--- config.mk ---
export PLATFORM = sky130hd
export DESIGN_NAME = bound_check
export DESIGN_NICKNAME = d
export VERILOG_FILES = /design/src/rtl/bound_check.sv
export SDC_FILE = /design/constraint.sdc
export NUM_CORES = 1
export LEC_CHECK = 0
export BUFFER_PORTS_ARGS = -buffer_cell sky130_fd_sc_hd__buf_2
export CORE_AREA = 5 5 42 44
export DETAILED_ROUTE_END_ITERATION = 6
export DIE_AREA = 0 0 47 49
export PLACE_DENSITY_LB_ADDON = 0.1
export SYNTH_ARGS = -nofsm -noshare
export SYNTH_HDL_FRONTEND = slang
export SYNTH_SLANG_ARGS = --single-unit
--- constraint.sdc ---
create_clock -name vclk -period 2.5
set_input_delay 0.125 -clock vclk [all_inputs]
set_output_delay 0.125 -clock vclk [all_outputs]
set_load 0.02 [all_outputs]
--- src/rtl/bound_check.sv ---
module bound_check #(
    parameter int OFF_W   = 18,
    parameter int BND_W   = 14,
    parameter int GRAN_SH = 4
) (
    input  logic [OFF_W-1:0] offset,
    input  logic [BND_W-1:0] bound,
    output logic             over
);
    localparam int BLK_W = OFF_W - GRAN_SH;
    localparam int CMP_W = (BLK_W > BND_W) ? BLK_W : BND_W;

    logic [CMP_W-1:0] blk_x;
    logic [CMP_W-1:0] bnd_x;

    generate
        if (CMP_W == BLK_W) begin : g_blk_full
            assign blk_x = offset[OFF_W-1:GRAN_SH];
        end else begin : g_blk_ext
            assign blk_x = {{(CMP_W-BLK_W){1'b0}}, offset[OFF_W-1:GRAN_SH]};
        end
        if (CMP_W == BND_W) begin : g_bnd_full
            assign bnd_x = bound;
        end else begin : g_bnd_ext
            assign bnd_x = {{(CMP_W-BND_W){1'b0}}, bound};
        end
    endgenerate

    always_comb begin
        over = blk_x > bnd_x;
    end
endmodule

After elaboration in Yosys (flattened, before gate mapping) --
Cells that the tools add are included.
Word-level totals: bits in registers 0, input bits 32, output and inout port bits 1, word-level logic and storage cells 1
Operators by class: $lt $le $gt $ge 1
Operator list (count):
- 14-bit > comparator | 1

Logic depth before layout (Yosys ltp) --
depth in word-level cells 1, mapped depth 6, depth with buffers taken out 6

Worst setup path after synthesis --
Ideal clock, no wire load.
path type input to output, start point input port bound[5], end point output port over, arrival 1.160 ns, required time 2.375 ns, setup slack 1.215 ns, stages on the path 6, path buffers 0, path through inv_1 -> ha_1 -> and4_1 -> o21ai_1 -> a311oi_1 -> o31a_1
Between the ends: cells in the longest elaborated chain, start to end 1
RTL lines:
- from (decl) | RTL line 7 | input logic [BND_W-1:0] bound,
- 14-bit > comparator | RTL line 30 | over = blk_x > bnd_x;
- to (decl) | RTL line 8 | output logic over
Every way passes these cells.

Final worst setup path --
start point input port offset[9], end point output port over
Between the ends: cells in the longest elaborated chain, start to end 1
RTL lines:
- from (decl) | RTL line 6 | input logic [OFF_W-1:0] offset,
- 14-bit > comparator | RTL line 30
Every way passes these cells.

==> results.yml <==
pwr:
  p_switching_w: 0.00003177
  ir_drop_mv: 0.04568
  leakagePower_nw: 0.3370
  seqPwrFrac_pct: 0
  sw_frac_of_total_pct: 45.61
  internal_power_w: 0.00003790
  power_density_nw_per_um2: 136.1
  pwr-share-comb_pct: 100.0
  power.share.clock_pct: 0
floorplanning:
  die_h_um: 49
  die_area_sq_um: 2303
  start_util_pct: 24.73
  core_sq_um: 1401
  io_pins: 33
  die_w_um: 47
  row_count: 14
cts:
  ctsResizeCount: 0
  cts_setup_buffers: 0
  postCtsHoldBufs: 0
synth:
  netlist_instances: 48
  avgSynthCellArea_sq_um: 7.220
  yosysTopAreaCell: "ha_1"
  ys_seq_area_share_pct: 0
  synth_area_leaders: "ha_1, inv_1, a21oi_1"
  synthTopCellsByCount: "ha_1, inv_1, a21oi_1, nand4_1"
  netlist_area_sq_um: 346.6
  netlist.area_leader.share_pct: 50.54
  synth_nets: 94
  ys_warn_count: 0
  ys_types: 14
timing:
  min_period_ns: 1.476
  final-max-slew-violation-count: 0
  setup_ws_ns: 1.024
  finalCritPeriodShare_pct: 59.03
  fmax_ghz: 0.6776
  rsz0062_at_grt: "false"
  max_slew.worst_pin.slew_ns: 0.2228
  final.setup.tns_ns: 0
  hold_viol: 0
  maxSlewHeadroom_pct: 85.05
  finalSetupViolCount: 0
job:
  cap_violations: 0
final_layout:
  seq_area_sq_um: 0
  n_antenna_cell: 0
  multiInputGateArea_sq_um: 294.0
  nFillCells: 169
  design.seq.count: 0
  n_clock_buffer: 0
  drive_gt1_share_pct: 37.66
  area_growth_pct: 47.65
  fin_nets: 125
route:
  route.vias.total: 416
  viasPerCell: 4.473
  ant_nets: 0
  drt-initial-drc-count: 0
  routed_wirelength_um: 781
  post_drt_wl_per_cell_um: 8.398
  drc: 0
  dr.pass1.iters: 1
critical_path:
  cp-startpoint: "offset[9]"
  end_kind: "output port"
  cp_max_fo: 3
  worstSetupPathType: "primary input to output port"
  worstPathArrival_ns: 1.35
  cp-endpoint: "over"
  critPathRequiredTime_ns: 2.38
  start_kind: "primary input"
place:
  io_buffer_count: 29
  place_congestion: 0.6661
  hpwl_um: 775.7
  dpl_worst_slack_ns: 1.007
global_route:
  grt_max_degree: 4
  gr-total-overflow: 0
  grt_usage_pct: 5.684
  antenna_found_initial: 0
  first_global_vias: 339
  grt_pass1_wl_um: 1097
worst_hold_path:
  holdCritPathClass: "primary input to output port"
status:
  outcome: "finished clean"
layer usage:
metal	share of wire (%)	up-vias	global-route usage, %
met5	0	-	0
met2	49	14	11.54
met3	11	0	0
met4	0	0	0
met1	39	175	6.522
li1	-	227	-
critical path: stages:
cell	delay (ns)
buf_2	0.10
ha_1	0.31
and4_1	0.21
o21ai_1	0.08
a311oi_1	0.10
o31a_1	0.27
buf_2	0.16
through the flow:
| stage | instance area, sq um | util, % | hold slack, ns | power (W) | instances |
|---|---|---|---|---|---|
| after floorplan | 346.6 | - | 0.5751 | 0.00003971 | 48 |
| after global placement | 511.7 | 36.52 | 0.7756 | 0.00007037 | 93 |
| after detailed placement | 511.7 | 36.52 | 0.7713 | 0.00007132 | 93 |
| after CTS | 511.7 | 36.52 | 0.7732 | 0.00007193 | 93 |
| after global routing | 511.7 | 36.52 | 0.8018 | 0.00008129 | 93 |
| final | 511.7 | 36.52 | 0.7625 | 0.00006967 | 93 |
power groups by stage:
stage               registers, W  clock network [W]  logic (W)
detailed placement             0                  0  0.0000713
CTS                            0                  0  0.0000719
finish                         0                  0  0.0000697
global route                   0                  0  0.0000813
floorplan                      0                  0  0.0000397
global placement               0                  0  0.0000704
how the worst min path moves through the flow:
stage	from	endpoint	slack, ns	cells past startpoint
2_1_floorplan	bound[0]	over	0.58	3
3_3_place_gp	bound[0]	over	0.78	5
3_5_place_dp	bound[0]	over	0.77	5
4_1_cts	bound[0]	over	0.77	5
5_1_grt	bound[0]	over	0.80	5
6_report	bound[0]	over	0.76	5
layout make-up:
class,count,share of cell area (%)
timing repair buffer,29,28.36
inverter,14,10.27
tap,16,3.912
multi-input combinational,34,57.46
cells in the final DEF, fill, tap and decap left out, drive strengths merged, types with 2 or more instances in the layout:
master,synthesis,final
nand3,2,2
inv,14,14
ha,14,14
a21oi,5,5
buf,0,29
a21o,2,2
nand4,3,3
o21ai,2,2
cell families (layout without fill, tap and decap cells):
kind of cell | count (synthesis) | in the layout | share of synthesized area, %
buffers and inverters | 14 | 43 | 15.16
AND/OR/NAND/NOR | 9 | 9 | 14.80
AO/OA/AOI/OAI | 11 | 11 | 19.49
adder cells (fa/ha/maj) | 14 | 14 | 50.54
Note: power is estimated with default switching activity, not from simulation.
